--- src/rtl/pll_seq_pkg.sv ---
package pll_seq_pkg;
  typedef enum logic [1:0] {
    PM_SLOW   = 2'd0,
    PM_NORMAL = 2'd1,
    PM_DEEP   = 2'd2
  } pll_mode_e;

  typedef enum logic [2:0] {
    S_IDLE, S_CHECK, S_ARM, S_LOAD, S_SETTLE, S_POLL
  } seq_state_e;

  localparam logic [1:0] WHY_NONE    = 2'd0;
  localparam logic [1:0] WHY_ILLEGAL = 2'd1;
  localparam logic [1:0] WHY_TIMEOUT = 2'd2;
endpackage

--- src/rtl/pll_cfg_check.sv ---
module pll_cfg_check #(
  parameter int unsigned NR_W        = 6,
  parameter int unsigned NF_W        = 13,
  parameter int unsigned NO_W        = 4,
  parameter int unsigned ID_W        = 3,
  parameter int unsigned NUM_PLL     = 5,
  parameter int unsigned REF_KHZ     = 24000,
  parameter int unsigned VCO_MIN_KHZ = 440000,
  parameter int unsigned VCO_MAX_KHZ = 2200000,
  parameter int unsigned OUT_MIN_KHZ = 27500,
  parameter int unsigned OUT_MAX_KHZ = 2200000
) (
  input  logic [NR_W-1:0] nr,
  input  logic [NF_W-1:0] nf,
  input  logic [NO_W-1:0] no,
  input  logic [ID_W-1:0] id,
  output logic            legal
);
  localparam logic [63:0] REF64  = 64'(REF_KHZ);
  localparam logic [63:0] VLO64  = 64'(VCO_MIN_KHZ);
  localparam logic [63:0] VHI64  = 64'(VCO_MAX_KHZ);
  localparam logic [63:0] OLO64  = 64'(OUT_MIN_KHZ);
  localparam logic [63:0] OHI64  = 64'(OUT_MAX_KHZ);

  logic [63:0] vco_scaled;  // REF*NF, i.e. VCO times NR
  logic [63:0] nr_no;
  logic        no_ok, vco_ok, out_ok, misc_ok;

  always_comb begin
    vco_scaled = REF64 * 64'(nf);
    nr_no      = 64'(nr) * 64'(no);
    no_ok      = (no == NO_W'(1)) || ((no != '0) && !no[0]);
    vco_ok     = (vco_scaled >= VLO64 * 64'(nr)) && (vco_scaled <= VHI64 * 64'(nr));
    out_ok     = (vco_scaled >= OLO64 * nr_no) && (vco_scaled <= OHI64 * nr_no);
    misc_ok    = (nr != '0) && (32'(id) < NUM_PLL);
    legal      = no_ok && vco_ok && out_ok && misc_ok;
  end
endmodule

--- src/rtl/pll_lock_pick.sv ---
module pll_lock_pick #(
  parameter int unsigned STAT_W    = 16,
  parameter int unsigned LOCK_BASE = 5,
  parameter int unsigned ID_W      = 3,
  parameter int unsigned SYNC_N    = 2
) (
  input  logic              clk,
  input  logic              rst,
  input  logic [STAT_W-1:0] stat,
  input  logic [ID_W-1:0]   id,
  output logic              locked
);
  logic sel;

  always_comb begin
    sel = 1'b0;
    for (int b = 0; b < STAT_W; b++)
      if (32'(b) == LOCK_BASE + 32'(id)) sel = stat[b];
  end

  generate
    if (SYNC_N < 2) begin : g_one
      logic q;
      always_ff @(posedge clk)
        if (rst) q <= 1'b0;
        else     q <= sel;
      assign locked = q;
    end else begin : g_chain
      logic [SYNC_N-1:0] sh;
      always_ff @(posedge clk)
        if (rst) sh <= '0;
        else     sh <= {sh[SYNC_N-2:0], sel};
      assign locked = sh[SYNC_N-1];
    end
  endgenerate
endmodule

--- src/rtl/seq_tick.sv ---
module seq_tick #(
  parameter int unsigned LIMIT = 240
) (
  input  logic clk,
  input  logic rst,
  input  logic clr,
  input  logic en,
  output logic hit
);
  localparam int unsigned CW = $clog2(LIMIT + 1);
  logic [CW-1:0] cnt;

  assign hit = en && (cnt == CW'(LIMIT - 1));

  always_ff @(posedge clk)
    if (rst || clr)     cnt <= '0;
    else if (en && !hit) cnt <= cnt + CW'(1);
endmodule

--- src/rtl/pll_update_seq.sv ---
module pll_update_seq
  import pll_seq_pkg::*;
#(
  parameter int unsigned NR_W        = 6,
  parameter int unsigned NF_W        = 13,
  parameter int unsigned NO_W        = 4,
  parameter int unsigned BW_W        = 12,
  parameter int unsigned ID_W        = 3,
  parameter int unsigned NUM_PLL     = 5,
  parameter int unsigned LOCK_BASE   = 5,
  parameter int unsigned STAT_W      = 16,
  parameter int unsigned SYNC_N      = 2,
  parameter int unsigned REF_KHZ     = 24000,
  parameter int unsigned VCO_MIN_KHZ = 440000,
  parameter int unsigned VCO_MAX_KHZ = 2200000,
  parameter int unsigned OUT_MIN_KHZ = 27500,
  parameter int unsigned OUT_MAX_KHZ = 2200000,
  parameter int unsigned SETTLE_CYC  = 240,
  parameter int unsigned TIMEOUT_CYC = 100000
) (
  input  logic              clk,
  input  logic              rst,
  input  logic              start_i,
  input  logic [ID_W-1:0]   pll_id_i,
  input  logic [NR_W-1:0]   nr_i,
  input  logic [NF_W-1:0]   nf_i,
  input  logic [NO_W-1:0]   no_i,
  input  logic [STAT_W-1:0] lock_stat_i,
  output logic [1:0]        mode_o,
  output logic              pll_rst_o,
  output logic [ID_W-1:0]   tgt_id_o,
  output logic [NR_W-1:0]   nr_fld_o,
  output logic [NF_W-1:0]   nf_fld_o,
  output logic [NO_W-1:0]   no_fld_o,
  output logic [BW_W-1:0]   bw_fld_o,
  output logic              busy_o,
  output logic              done_o,
  output logic              fail_o,
  output logic [1:0]        fail_why_o
);
  seq_state_e      state_q;
  pll_mode_e       mode_q;
  logic [ID_W-1:0] id_q;
  logic [NR_W-1:0] nr_q;
  logic [NF_W-1:0] nf_q;
  logic [NO_W-1:0] no_q;
  logic [NF_W-1:0] half_m1;
  logic            cfg_ok, locked, settle_hit, to_hit;

  pll_cfg_check #(
    .NR_W(NR_W), .NF_W(NF_W), .NO_W(NO_W), .ID_W(ID_W), .NUM_PLL(NUM_PLL),
    .REF_KHZ(REF_KHZ), .VCO_MIN_KHZ(VCO_MIN_KHZ), .VCO_MAX_KHZ(VCO_MAX_KHZ),
    .OUT_MIN_KHZ(OUT_MIN_KHZ), .OUT_MAX_KHZ(OUT_MAX_KHZ)
  ) u_check (
    .nr(nr_q), .nf(nf_q), .no(no_q), .id(id_q), .legal(cfg_ok)
  );

  pll_lock_pick #(
    .STAT_W(STAT_W), .LOCK_BASE(LOCK_BASE), .ID_W(ID_W), .SYNC_N(SYNC_N)
  ) u_lock (
    .clk(clk), .rst(rst), .stat(lock_stat_i), .id(id_q), .locked(locked)
  );

  seq_tick #(.LIMIT(SETTLE_CYC)) u_settle (
    .clk(clk), .rst(rst), .clr(state_q != S_SETTLE), .en(state_q == S_SETTLE),
    .hit(settle_hit)
  );

  seq_tick #(.LIMIT(TIMEOUT_CYC)) u_timeout (
    .clk(clk), .rst(rst), .clr(state_q != S_POLL), .en(state_q == S_POLL),
    .hit(to_hit)
  );

  assign half_m1 = (nf_q >> 1) - NF_W'(1);
  assign mode_o  = mode_q;
  assign busy_o  = (state_q != S_IDLE);

  always_ff @(posedge clk) begin
    if (rst) begin
      state_q    <= S_IDLE;
      mode_q     <= PM_SLOW;
      pll_rst_o  <= 1'b0;
      tgt_id_o   <= '0;
      nr_fld_o   <= '0;
      nf_fld_o   <= '0;
      no_fld_o   <= '0;
      bw_fld_o   <= '0;
      done_o     <= 1'b0;
      fail_o     <= 1'b0;
      fail_why_o <= WHY_NONE;
      id_q       <= '0;
      nr_q       <= '0;
      nf_q       <= '0;
      no_q       <= '0;
    end else begin
      done_o <= 1'b0;
      fail_o <= 1'b0;
      unique case (state_q)
        S_IDLE: if (start_i) begin
          id_q    <= pll_id_i;
          nr_q    <= nr_i;
          nf_q    <= nf_i;
          no_q    <= no_i;
          state_q <= S_CHECK;
        end
        S_CHECK: begin
          if (!cfg_ok) begin
            fail_o     <= 1'b1;
            fail_why_o <= WHY_ILLEGAL;
            state_q    <= S_IDLE;
          end else begin
            mode_q   <= PM_SLOW;
            tgt_id_o <= id_q;
            state_q  <= S_ARM;
          end
        end
        S_ARM: begin
          pll_rst_o <= 1'b1;
          state_q   <= S_LOAD;
        end
        S_LOAD: begin
          nr_fld_o <= nr_q - NR_W'(1);
          nf_fld_o <= nf_q - NF_W'(1);
          no_fld_o <= no_q - NO_W'(1);
          bw_fld_o <= half_m1[BW_W-1:0];
          state_q  <= S_SETTLE;
        end
        S_SETTLE: if (settle_hit) begin
          pll_rst_o <= 1'b0;
          state_q   <= S_POLL;
        end
        S_POLL: begin
          if (locked) begin
            mode_q  <= PM_NORMAL;
            done_o  <= 1'b1;
            state_q <= S_IDLE;
          end else if (to_hit) begin
            fail_o     <= 1'b1;
            fail_why_o <= WHY_TIMEOUT;
            state_q    <= S_IDLE;
          end
        end
        default: state_q <= S_IDLE;
      endcase
    end
  end
endmodule

--- config.mk ---
export PLATFORM = sky130hd
export DESIGN_NAME = pll_update_seq
export DESIGN_NICKNAME = d
export VERILOG_FILES = /design/src/rtl/pll_seq_pkg.sv /design/src/rtl/pll_cfg_check.sv /design/src/rtl/pll_lock_pick.sv /design/src/rtl/seq_tick.sv /design/src/rtl/pll_update_seq.sv
export SDC_FILE = /design/constraint.sdc
export NUM_CORES = 1
export LEC_CHECK = 0
export BUFFER_PORTS_ARGS = -buffer_cell sky130_fd_sc_hd__buf_2
export CORE_MARGIN = 2
export CORE_UTILIZATION = 41
export DETAILED_ROUTE_END_ITERATION = 8
export GPL_ROUTABILITY_DRIVEN = 0
export PLACE_DENSITY = 0.53
export SKIP_CTS_REPAIR_TIMING = 1
export SLEW_MARGIN = 30
export SYNTH_ARGS = -nofsm -noshare
export SYNTH_HDL_FRONTEND = slang
export SYNTH_HIERARCHICAL = 1
export SYNTH_SLANG_ARGS = --single-unit
--- constraint.sdc ---
create_clock -name clk -period 11.15 [get_ports clk]
set_input_delay 1.6725 -clock clk [delete_from_list [all_inputs] [get_ports clk]]
set_output_delay 1.6725 -clock clk [all_outputs]
set_load 0.005 [all_outputs]
# == After elaboration in Yosys (flattened, before gate mapping) ==
# Index checks and enable logic that the tools add are counted.
# word_totals
word_cells,137
output_inout_bits,46
input_bits,45
register_bits,101
# classes
reduce_logical,31
multipliers,6
n_addsub,7
n_eq_ne,33
n_bitwise,1
muxes,36
magnitude_cmp,5
# ops
operator,n
4-bit by 32-bit == test with 1-bit output (first input constant),8
3-bit by 32-bit == test with 1-bit output (first input constant),4
2-bit by 32-bit == test with 1-bit output (first input constant),2
28-bit by 25-bit greater-or-equal comparator with 1-bit output,2
1-bit by 32-bit == test with 1-bit output (first input constant),1
28-bit by 32-bit less-or-equal comparator with 1-bit output,1
32-bit zero test,1
28-bit less-or-equal comparator,1
16-bit by 10-bit multiplier with 26-bit output (first input constant),1
13-bit by 10-bit multiplier with 23-bit output (first input constant),1
16-bit by 6-bit multiplier with 22-bit output (first input constant),1
9-bit by 13-bit multiplier with 22-bit output (first input constant),1
1-bit two-way mux,21
13-bit by 6-bit multiplier with 19-bit output (first input constant),1
3-bit case mux with 6 select lines,1
17-bit by 1-bit adder with 17-bit output (second input constant),1
17-bit == test (second input constant),1
2-bit inequality test (second input constant),7
13-bit by 1-bit subtractor with 13-bit output (second input constant),1
2-bit two-way mux,6
3-bit two-way mux,4
12-bit by 1-bit subtractor with 12-bit output (second input constant),1
1-bit logical AND,11
6-bit by 4-bit multiplier with 10-bit output,1
other kinds (25),39

# == Depth between registers and ports, before layout ==
# Gate-level depths: netlist (run 1).
# logic_depth
ltp_word,18
ltp_mapped,42
depth_no_buf,42

# == Cells and area by module ==
# The synthesis (run 1) kept the hierarchy.
# modules_own_cells
module,area_each_um2,cells_per_inst,instances,seq_area_each_um2
pll_cfg_check,12478.2,1429,1,0.0
pll_update_seq,3178.0,375,1,1461.4
seq_tick (u_timeout),915.9,111,1,340.3
seq_tick (u_settle),395.4,47,1,160.2
pll_lock_pick,120.1,11,1,40.0

# == Worst setup path before layout (run 1) ==
# No wires, ideal clock.
# synth_timing
path_type,register to register
startpoint,register nr_q[0]
endpoint,register tgt_id_o[0]
path_slack_ns,1.314
arrival_time_ns,9.708
period_less_slack_ns,9.836
required_time_ns,11.022
stages_incl_launch_ff,41
cell_sequence,dfxtp_1 > nand2_1 > fa_1 > inv_1 > fa_1 > ha_1 > a21o_1 > a21oi_1 > o21ai_0 > a2111oi_0 > or4_1 > and2_1 > inv_1 > fa_1 > inv_1 > ha_1 > inv_1 > fa_1 > [... 5 more ...] > ha_1 > a21oi_1 > o21ai_0 > a211oi_2 > a21oi_1 > o21ai_1 > xor2_1 > ha_1 > a21o_1 > a21o_1 > a21oi_1 > o211ai_1 > a31oi_1 > nor3_1 > a211oi_1 > nor4bb_1 > mux2i_1 > nor2_1
# synth_between
elab_chain_len,7
elab_cells_between_ends,17
# synth_rtl
element,line_no,rtl
start: declaration,pll_update_seq.sv:44,logic [NR_W-1:0] nr_q;
start signal: assignment,pll_update_seq.sv:101,nr_q <= nr_i;
"6-bit by 4-bit multiplier with 10-bit output, or another cell as far along",pll_cfg_check.sv:31,nr_no = 64'(nr) * 64'(no);
"16-bit by 10-bit multiplier with 26-bit output, or another cell as far along",pll_cfg_check.sv:34,out_ok = (vco_scaled >= OLO64 * nr_no) && (vco_scaled <= OHI64 * nr_no);
"28-bit by 32-bit less-or-equal comparator with 1-bit output, or another cell as far along",pll_cfg_check.sv:34,
1-bit logical AND (on tied branches),"pll_cfg_check.sv:34, pll_cfg_check.sv:36",
1-bit logical AND,pll_cfg_check.sv:36,legal = no_ok && vco_ok && out_ok && misc_ok;
1-bit logical AND *,pll_cfg_check.sv:36,
net cfg_ok,pll_update_seq.sv:48,"logic cfg_ok, locked, settle_hit, to_hit;"
2-bit AND reduction (no line) *,--,
end signal: assignment,pll_update_seq.sv:113,tgt_id_o <= id_q;
end: declaration,pll_update_seq.sv:31,"output logic [ID_W-1:0] tgt_id_o,"
# The timed path passes the listed nets; every way through them passes the cells marked *.
# A chain may end at the register's enable or synchronous reset.

# == Worst setup path in the final report (run 1) ==
# layout_timing
startpoint,register no_q[3]
endpoint,register tgt_id_o[2]
# layout_between
elab_chain_len,7
elab_cells_between_ends,14
# layout_rtl
element,line_no,rtl
start: declaration,pll_update_seq.sv:46,logic [NO_W-1:0] no_q;
start signal: assignment,pll_update_seq.sv:103,no_q <= no_i;
6-bit by 4-bit multiplier with 10-bit output / 4-bit nonzero test (equally long branches),"pll_cfg_check.sv:31, pll_cfg_check.sv:32",
"16-bit by 10-bit multiplier with 26-bit output, or another cell as far along",pll_cfg_check.sv:34,
"28-bit by 32-bit less-or-equal comparator with 1-bit output, or another cell as far along",pll_cfg_check.sv:34,
1-bit logical AND (on tied branches),"pll_cfg_check.sv:34, pll_cfg_check.sv:36",
1-bit logical AND * (2 in series),pll_cfg_check.sv:36,
net cfg_ok,pll_update_seq.sv:48,
2-bit AND reduction (no line) *,--,
# Marked as above.

==> out/metrics.yaml, run 1 <==
drive_gt1_share_pct: 8.115
overflow: 0
met3_usage_pct: 1.343
synth_area_leaders: "ha_1 27%, fa_1 18%, dfxtp_1 12%"
hpwl_mm: 36.27
fmax_mhz: 96.75
timing.final.crit_period_ps: 10340
grt_use_met2_pct: 34.61
htreeDepth: 3
grt_pass1_vias: 13600
worstPathArrival_ps: 10540
maxCapViolations: 0
layout_commonest_cell: "ha_1"
max_stage_delay_ps: 550
tightest_slew_ps: 945.8
synth_compound_area_share_pct: 14.47
root_buffer: "clkbuf_16"
synth_top_family_by_area: "adder cells"
use_met1_pct: 28.18
avgSynthCellArea_sq_um: 8.661
cts.sinks: 100
grt_pass1_wl_mm: 71.46
fin_hold_ws_ps: 437.4
clkPwrFrac_pct: 15.2
cp.required_ps: 11350
synth_seq_cells: 100
wl_per_cell_um: 16.63
antenna_found_initial: 0
synth_edf_count: 0
path_class: "flop to flop"
ios: 91
clkTransAtPathRegs_ps: 80
syn_inst: 1973
nets: 2616
synth_cell_type_count: 79
die_y_um: 208.2
synthSimpleGateAreaFrac_pct: 14.88
seqPwrFrac_pct: 17.8
p_sw_share_pct: 46.71
grt.busiest_layer: "met2"
die_area_sq_um: 43330
antenna_cells: 0
pre_cts_slack_ps: 356.3
cts_tree: "done"
synth_area_sq_um: 17090
hold_violations: 0
core_sq_um: 41020
cpMostUsedCell: "inv_1"
syn_to_final_growth_pct: 8.691
numCtsBuffers: 9
power.switching_mw: 1.021
drtIter0Drc: 751
critPathLaunchType: "flop"
yosysSeqAreaShare_pct: 11.72
p_leak_nw: 9.643
drc: 0
power_density_nw_per_um2: 117.6
final_core_util_pct: 45.28
hold_class: "flop to flop"
synth_area_leader_cell: "ha_1"
total_power_mw: 2.185
initial_core_util_pct: 41.66
cp-startpoint: "no_q[3]"
finalSetupViolations: 0
routed_wl_mm: 43.08
rows: 74
finalSetupTns_ps: 0
clockBufferDepth: 2
synthAdderAreaFrac_pct: 44.56
mostFrequentLayoutCells: "367 x ha_1, 343 x inv_1, 151 x fa_1, 124 x nand2_1, 111 x a21oi_1"
netlist.area_leader.share_pct: 26.87
postLayoutSetupSlackWorst_ps: 813.8
synthMuxAreaShare_pct: 0.8567
grt_max_degree: 81
holdCritStartpoint: "u_lock/g_chain.sh[0]"
p_comb_share_pct: 67.0
critPathMaxFanout: 9
groute.usage.overall_pct: 20.34
placed_cells: 2574
viasPerCell: 5.298
antenna_left: 0
finClkSkew_ps: 13.99
die_width_um: 208.2
vias: 13720
clk_latency_ps: 350
min_period_over_period_pct: 92.70
slew_headroom_pct: 36.49
endpoint_kind: "flop"
async_flop_share_pct: 0
peakVddDrop_mv: 0.07982
power.internal_mw: 1.164
post_dp_cell_area_sq_um: 18240
r2r_setup_slack_ps: 810
synth-xor-area-share_pct: 4.972
final_area_sq_um: 18570
r2r_start: "no_q[3]"
timing.final.max_slew_violations: 0
cp_slowest_cell: "nor4bb_2"
synth_ff_type: "dfxtp_1"
drtPass1Iterations: 5
yosys_warnings: 6
port_buffers: 81
syn-num-nets: 2536
outcome: "completed"
stdcell_count: 2590
worst max-delay path: cells and delay by family, from the launching register on:
family	cells	cell delay, ps
buf+inv	8	590
mux	1	240
compound gates	15	3260
fa+ha+maj	10	4230
simple gates	6	1220
xor+xnor	1	180
flops	1	440
power by group through the flow:
stage               sequential (mW)  clock [mW]  combinational (mW)
finish                        0.388       0.332                1.46
global route                  0.391       0.356                1.69
detailed placement            0.397           0                1.46
global placement              0.396           0                1.43
floorplan                     0.392           0                1.03
CTS                           0.388       0.341                1.48
final timing paths:
path | to | cells after the start
setup / recovery | tgt_id_o[2] | 41
hold / removal | u_lock/g_chain.sh[1] | 1
setup reg to reg | tgt_id_o[2] | 41
hold reg to reg | u_lock/g_chain.sh[1] | 1
routing by layer:
metal	up-vias	wire [um]
li1	6959	-
met1	6524	20940
met4	0	994
met2	195	20000
met3	44	1145
met5	-	0
Yosys cell counts, drive strengths merged, types with 35 or more instances:
cell	instances
nor3	36
ha	367
inv	343
a21oi	112
nor2	96
a21o	39
xor2	45
xnor2	52
fa	151
nand2	124
dfxtp	100
o21ai	63
clkbuf	35
state kept, by name, indices dropped and copies added, names as in the netlist, 4 cells and up:
| signal | cells |
|---|---|
| nr_q | 6 |
| no_fld_o | 4 |
| u_timeout/cnt | 17 |
| nf_q | 13 |
| bw_fld_o | 12 |
| nr_fld_o | 6 |
| nf_fld_o | 13 |
| u_settle/cnt | 8 |
| no_q | 4 |
cell families (layout without fill, tap and decap cells):
kind of cell	count (synthesis)	after routing
fa+ha+maj	518	518
compound gates	376	376
simple gates	484	484
xor+xnor	97	97
mux	13	13
other cells	1	1
flops	100	100
buf+inv	384	469
area by class of cell:
class                           instances  area [sq um]
Clock buffer                           10         239.0
Clock inverter                          6         76.32
Sequential cell                       100          2003
Inverter                              343          1287
Tap cell                              532         665.6
Fill cell                            4050         22440
Multi-Input combinational cell       1489         13680
Timing Repair Buffer                  110         623.1
No activity file was read; power rests on OpenSTA's default activity.
==> inputs of run 2 (changes only) <==
--- a/config.mk
+++ b/config.mk
@@ -6,13 +6,12 @@
 export NUM_CORES = 1
 export LEC_CHECK = 0
 export BUFFER_PORTS_ARGS = -buffer_cell sky130_fd_sc_hd__buf_2
-export CORE_MARGIN = 2
 export CORE_UTILIZATION = 41
 export DETAILED_ROUTE_END_ITERATION = 8
 export GPL_ROUTABILITY_DRIVEN = 0
 export PLACE_DENSITY = 0.53
 export SKIP_CTS_REPAIR_TIMING = 1
-export SLEW_MARGIN = 30
+export SLEW_MARGIN = 20
 export SYNTH_ARGS = -nofsm -noshare
 export SYNTH_HDL_FRONTEND = slang
 export SYNTH_HIERARCHICAL = 1
==> out/metrics.yaml, run 2 (synthesized netlist as in run 1, its figures left out) <==
numCtsBuffers: 9  # unchanged
cp-startpoint: "no_q[2]"
clkTransAtPathRegs_ps: 80  # about the same
viasPerCell: 5.278  # -0.38%
holdCritStartpoint: "u_lock/g_chain.sh[0]"
p_sw_share_pct: 47.35  # +0.64 points
power.internal_mw: 1.145  # -1.7%
routed_wl_mm: 43.29  # +0.48%
vias: 13700  # -0.15%
finalSetupViolations: 0  # unchanged
drc: 0  # unchanged
port_buffers: 81  # unchanged
total_power_mw: 2.174  # -0.48%
peakVddDrop_mv: 0.07654  # -4.1%
grt_pass1_vias: 13320  # -2.1%
cts_tree: "done"
maxCapViolations: 0  # unchanged
critPathLaunchType: "flop"
worstReg2RegEnd: "tgt_id_o[2]"
nets: 2622  # +0.23%
finClkSkew_ps: 16.14  # +2.149 ps
p_leak_nw: 9.657  # +0.14%
fmax_mhz: 96.06  # -0.71%
htreeDepth: 3  # unchanged
clk_latency_ps: 360  # about the same
drtPass1Iterations: 5  # unchanged
post_dp_cell_area_sq_um: 18280  # +0.18%
hold_class: "flop to flop"
hpwl_mm: 36.44  # +0.47%
finalSetupTns_ps: 0  # unchanged
max_stage_delay_ps: 530  # -20 ps
syn_to_final_growth_pct: 8.765  # about the same
largest_register_ffs: 17  # unchanged
mostFrequentLayoutCells: "367 x ha_1, 343 x inv_1, 151 x fa_1, 124 x nand2_1, 111 x a21oi_1"
r2r_setup_slack_ps: 740  # -70 ps
cp.required_ps: 11360  # about the same
die_y_um: 206.2  # -0.96%
layout_commonest_cell: "ha_1"
outcome: "completed"
drive_gt1_share_pct: 8.333  # +0.22 points
power_density_nw_per_um2: 117.0  # -0.55%
timing.final.max_slew_violations: 0  # unchanged
antenna_found_initial: 0  # unchanged
drtIter0Drc: 679  # -9.6%
antenna_left: 0  # unchanged
power.switching_mw: 1.030  # +0.88%
final_area_sq_um: 18590  # about the same
slew_headroom_pct: 19.62  # -17 points
ios: 91  # unchanged
overflow: 0  # unchanged
worstPathArrival_ps: 10620  # +80 ps
endpoint_kind: "flop"
top_register: "u_timeout/cnt"
clkPwrFrac_pct: 13.8  # -1.4 points
antenna_cells: 0  # unchanged
r2r_start: "no_q[2]"
rows: 74  # unchanged
wl_per_cell_um: 16.67  # +0.25%
root_buffer: "clkbuf_16"
cp_slowest_cell: "fa_1"
die_area_sq_um: 42500  # -1.9%
clockBufferDepth: 2  # unchanged
hold_violations: 0  # unchanged
min_period_over_period_pct: 93.36  # +0.66 points
core_sq_um: 40920  # -0.23%
fin_hold_ws_ps: 440.7  # +3.340 ps
cts.sinks: 100  # unchanged
timing.final.crit_period_ps: 10410  # +74.04 ps
grt_pass1_wl_mm: 69.82  # -2.3%
initial_core_util_pct: 41.75  # +0.094 points
p_comb_share_pct: 68.4  # +1.4 points
cp-endpoint: "tgt_id_o[2]"
path_class: "flop to flop"
die_width_um: 206.2  # -0.96%
largest_registers: "u_timeout/cnt: 17 flops, nf_fld_o: 13 flops, nf_q: 13 flops"
rsz0062_at_grt: "no"
seqPwrFrac_pct: 17.8  # about the same
groute.usage.overall_pct: 20.85  # +0.51 points
tightest_slew_ps: 1197  # +251.3 ps
final_core_util_pct: 45.41  # +0.13 points
reg2regPathDepth: 40  # -2.4%
grt_max_degree: 81  # unchanged
cpMostUsedCell: "inv_1"
critPathMaxFanout: 7  # -2
## run 2: cell types whose count changed in the layout (fill, tap and decap cells not counted), sizes merged
cell      previous run  this run
clkinvlp             0         2
inv                347       346
clkbuf              10         9
buf                110       116
clkinv               1         2
bufinv               1         0
## run 2: worst min-delay path by stage
stage / to / slack, ps / depth (start not counted)
after CTS: u_lock/g_chain.sh[1] / 450 / 1
after floorplan: u_lock/g_chain.sh[1] / 410 / 1
after detailed placement: u_lock/g_chain.sh[1] / 430 / 1
final: u_lock/g_chain.sh[1] / 440 / 1
after global routing: u_lock/g_chain.sh[1] / 470 / 1
after global placement: u_lock/g_chain.sh[1] / 430 / 1
## run 2: power by group through the flow
stage	clock network, mW	registers [mW]	logic [mW]
6_report	0.301	0.387	1.49
5_1_grt	0.324	0.389	1.70
4_1_cts	0.313	0.387	1.50
3_5_place_dp	0	0.396	1.48
3_3_place_gp	0	0.395	1.45
2_1_floorplan	0	0.392	1.03
## run 2: through the flow
stage,worst slack [ps],instances
finish,739.8,2596
detailed placement,252.0,2580
global placement,198.0,2580
floorplan,1314,1973
global route,24.15,2596
CTS,122.2,2596
## run 2: metal layers
layer | up-vias | track usage, % | wire length, um
met1 | 6460 | 27.82 | 20650
met5 | - | 0 | 0
met3 | 49 | 1.734 | 1350
met4 | 0 | 6.486 | 1202
met2 | 221 | 35.50 | 20090
li1 | 6972 | - | -
## run 2: critical path: cells and delay by family, from the launching register on
kind | cells | cell delay (ps)
AOI/OAI and AO/OA | 15 | 3550
xor gates and xnor gates | 1 | 180
adders and majority gates | 10 | 4210
buffers and inverters | 7 | 400
DFF | 1 | 450
muxes | 1 | 230
and+or+nand+nor | 6 | 1230
## run 2: cell type report
| class | count | area, sq um |
|---|---|---|
| flip-flops and latches | 100 | 2002 |
| well taps | 532 | 665.6 |
| multi-input cells | 1489 | 13680 |
| clock inverters | 7 | 57.56 |
| fillers | 4091 | 22340 |
| inverters | 343 | 1287 |
| repair buffers | 116 | 668.1 |
| clock buffers | 9 | 225.2 |
==> inputs of run 3 (changes only) <==
--- a/config.mk
+++ b/config.mk
@@ -6,9 +6,9 @@
 export NUM_CORES = 1
 export LEC_CHECK = 0
 export BUFFER_PORTS_ARGS = -buffer_cell sky130_fd_sc_hd__buf_2
+export CORE_MARGIN = 2
 export CORE_UTILIZATION = 41
 export DETAILED_ROUTE_END_ITERATION = 8
-export GPL_ROUTABILITY_DRIVEN = 0
 export PLACE_DENSITY = 0.53
 export SKIP_CTS_REPAIR_TIMING = 1
 export SLEW_MARGIN = 20
==> out/metrics.yaml, run 3 (synthesized netlist as in run 1, its figures left out) <==
hold_violations: 0  # unchanged
finalSetupViolations: 0  # unchanged
drtIter0Drc: 720  # +6.0%
cts.sinks: 100  # unchanged
die_y_um: 208.2  # +0.97%
grt_pass1_wl_mm: 71.46  # +2.4%
largest_registers: "u_timeout/cnt: 17 flops, nf_fld_o: 13 flops, nf_q: 13 flops"
min_period_over_period_pct: 92.65  # -0.71 points
final_area_sq_um: 18550  # -0.20%
tightest_slew_ps: 1074  # -122.6 ps
worstPathArrival_ps: 10540  # -80 ps
htreeDepth: 3  # unchanged
mostFrequentLayoutCells: "367 x ha_1, 343 x inv_1, 151 x fa_1, 124 x nand2_1, 111 x a21oi_1"
post_dp_cell_area_sq_um: 18230  # -0.23%
cp.depth: 41  # +2.5%
cp_slowest_cell: "nor4bb_2"
clk_latency_ps: 350  # about the same
cp_top_family: "adder cells"
port_buffers: 81  # unchanged
drtPass1Iterations: 5  # unchanged
hpwl_mm: 36.23  # -0.58%
cts_tree: "done"
nFillCells: 4031  # -1.5%
die_area_sq_um: 43330  # +1.9%
endpoint_kind: "flop"
numCtsBuffers: 9  # unchanged
p_comb_share_pct: 67.8  # -0.6 points
overflow: 0  # unchanged
seqPwrFrac_pct: 17.9  # about the same
timing.final.max_slew_violations: 0  # unchanged
critPathLaunchType: "flop"
nets: 2616  # -0.23%
core_sq_um: 41020  # +0.23%
rows: 74  # unchanged
top_register: "u_timeout/cnt"
cpMostUsedCell: "inv_1"
viasPerCell: 5.279  # about the same
root_buffer: "clkbuf_16"
antenna_found_initial: 0  # unchanged
ios: 91  # unchanged
hold_class: "flop to flop"
routed_wl_mm: 43.11  # -0.41%
worst-path-buf-inv: 8  # +1
clkTransAtPathRegs_ps: 70  # about the same
grt_max_degree: 81  # unchanged
layout_commonest_cell: "ha_1"
clockBufferDepth: 2  # unchanged
globalplace.congestion: 0.8273
outcome: "completed"
timing.final.crit_period_ps: 10330  # -79.41 ps
peakVddDrop_mv: 0.07967  # +4.1%
max_stage_delay_ps: 570  # +40 ps
groute.usage.overall_pct: 20.41  # -0.44 points
min_path_cells: 1  # unchanged
path_class: "flop to flop"
power_density_nw_per_um2: 116.7  # -0.24%
clkPwrFrac_pct: 14.2  # +0.4 points
initial_core_util_pct: 41.66  # -0.094 points
drc: 0  # unchanged
finClkSkew_ps: 12.06  # -4.080 ps
die_width_um: 208.2  # +0.97%
grt_pass1_vias: 13650  # +2.5%
cp.required_ps: 11350  # about the same
power.switching_mw: 1.023  # -0.67%
critPathMaxFanout: 9  # +2
syn_to_final_growth_pct: 8.552
rsz0062_at_grt: "no"
antenna_left: 0  # unchanged
slew_headroom_pct: 28.37  # +8.7 points
vias: 13680  # -0.18%
p_sw_share_pct: 47.24  # -0.11 points
p_leak_nw: 9.631  # -0.26%
reg2regPathDepth: 41  # +2.5%
finalSetupTns_ps: 0  # unchanged
wl_per_cell_um: 16.64  # -0.22%
largest_register_ffs: 17  # unchanged
fmax_mhz: 96.80  # +0.77%
drive_gt1_share_pct: 8.115  # -0.22 points
maxCapViolations: 0  # unchanged
r2r_setup_slack_ps: 820  # +80 ps
power.internal_mw: 1.142  # -0.22%
-- run 3: cell types whose count changed in the layout (fill, tap and decap cells not counted), sizes merged --
| cell | change |
|---|---|
| clkinvlp | -1 |
| buf | -6 |
| diode | +1 |
| clkbuf | +1 |
-- run 3: power groups by stage --
stage / combinational (mW) / clock [mW] / sequential, mW
floorplan: 1.03 / 0 / 0.392
global placement: 1.43 / 0 / 0.396
detailed placement: 1.46 / 0 / 0.397
CTS: 1.48 / 0.317 / 0.388
global route: 1.69 / 0.333 / 0.390
finish: 1.47 / 0.308 / 0.388
-- run 3: final timing paths --
| kind | endpoint | from |
|---|---|---|
| max | tgt_id_o[2] | no_q[3] |
| min | u_lock/g_chain.sh[1] | u_lock/g_chain.sh[0] |
| max reg2reg | tgt_id_o[2] | no_q[3] |
| min reg2reg | u_lock/g_chain.sh[1] | u_lock/g_chain.sh[0] |
-- run 3: worst reg2reg max path: cells and delay by family, from the launching register on --
kind / cells / cell delay, ps
AND/OR/NAND/NOR: 6 / 1250
flip-flops: 1 / 440
adder cells (fa/ha/maj): 10 / 4250
multiplexers: 1 / 250
XOR/XNOR: 1 / 180
AO/OA/AOI/OAI: 15 / 3220
buffers and inverters: 8 / 580
-- run 3: metrics by stage --
stage | total power, mW | setup slack, ps | utilization [%] | hold WS [ps] | instances
2_1_floorplan | 1.418 | 1314 | - | 413.8 | 1973
3_3_place_gp | 1.827 | 421.5 | 44.43 | 434.6 | 2574
3_5_place_dp | 1.856 | 380.8 | 44.45 | 428.1 | 2574
4_1_cts | 2.184 | 324.8 | 45.17 | 440.6 | 2590
5_1_grt | 2.413 | 32.99 | 45.22 | 467.0 | 2590
6_report | 2.165 | 819.2 | 45.22 | 438.6 | 2591
-- run 3: layout make-up --
type	count	area, sq um	area share, %
Inverter	343	1287	6.941
Antenna cell	1	2.502	0.01349
Timing Repair Buffer	110	623.1	3.359
Multi-Input combinational cell	1489	13670	73.72
Tap cell	532	665.6	3.589
Clock buffer	10	239.0	1.288
Clock inverter	6	53.80	0.2901
Sequential cell	100	2003	10.80
-- run 3: routing by layer --
layer	global-route usage [%]	share of wire, %	vias up
li1	-	-	6966
met1	28.33	48	6451
met2	34.46	47	228
met3	1.675	2.9	33
met4	4.813	2.0	0
met5	0	0	-
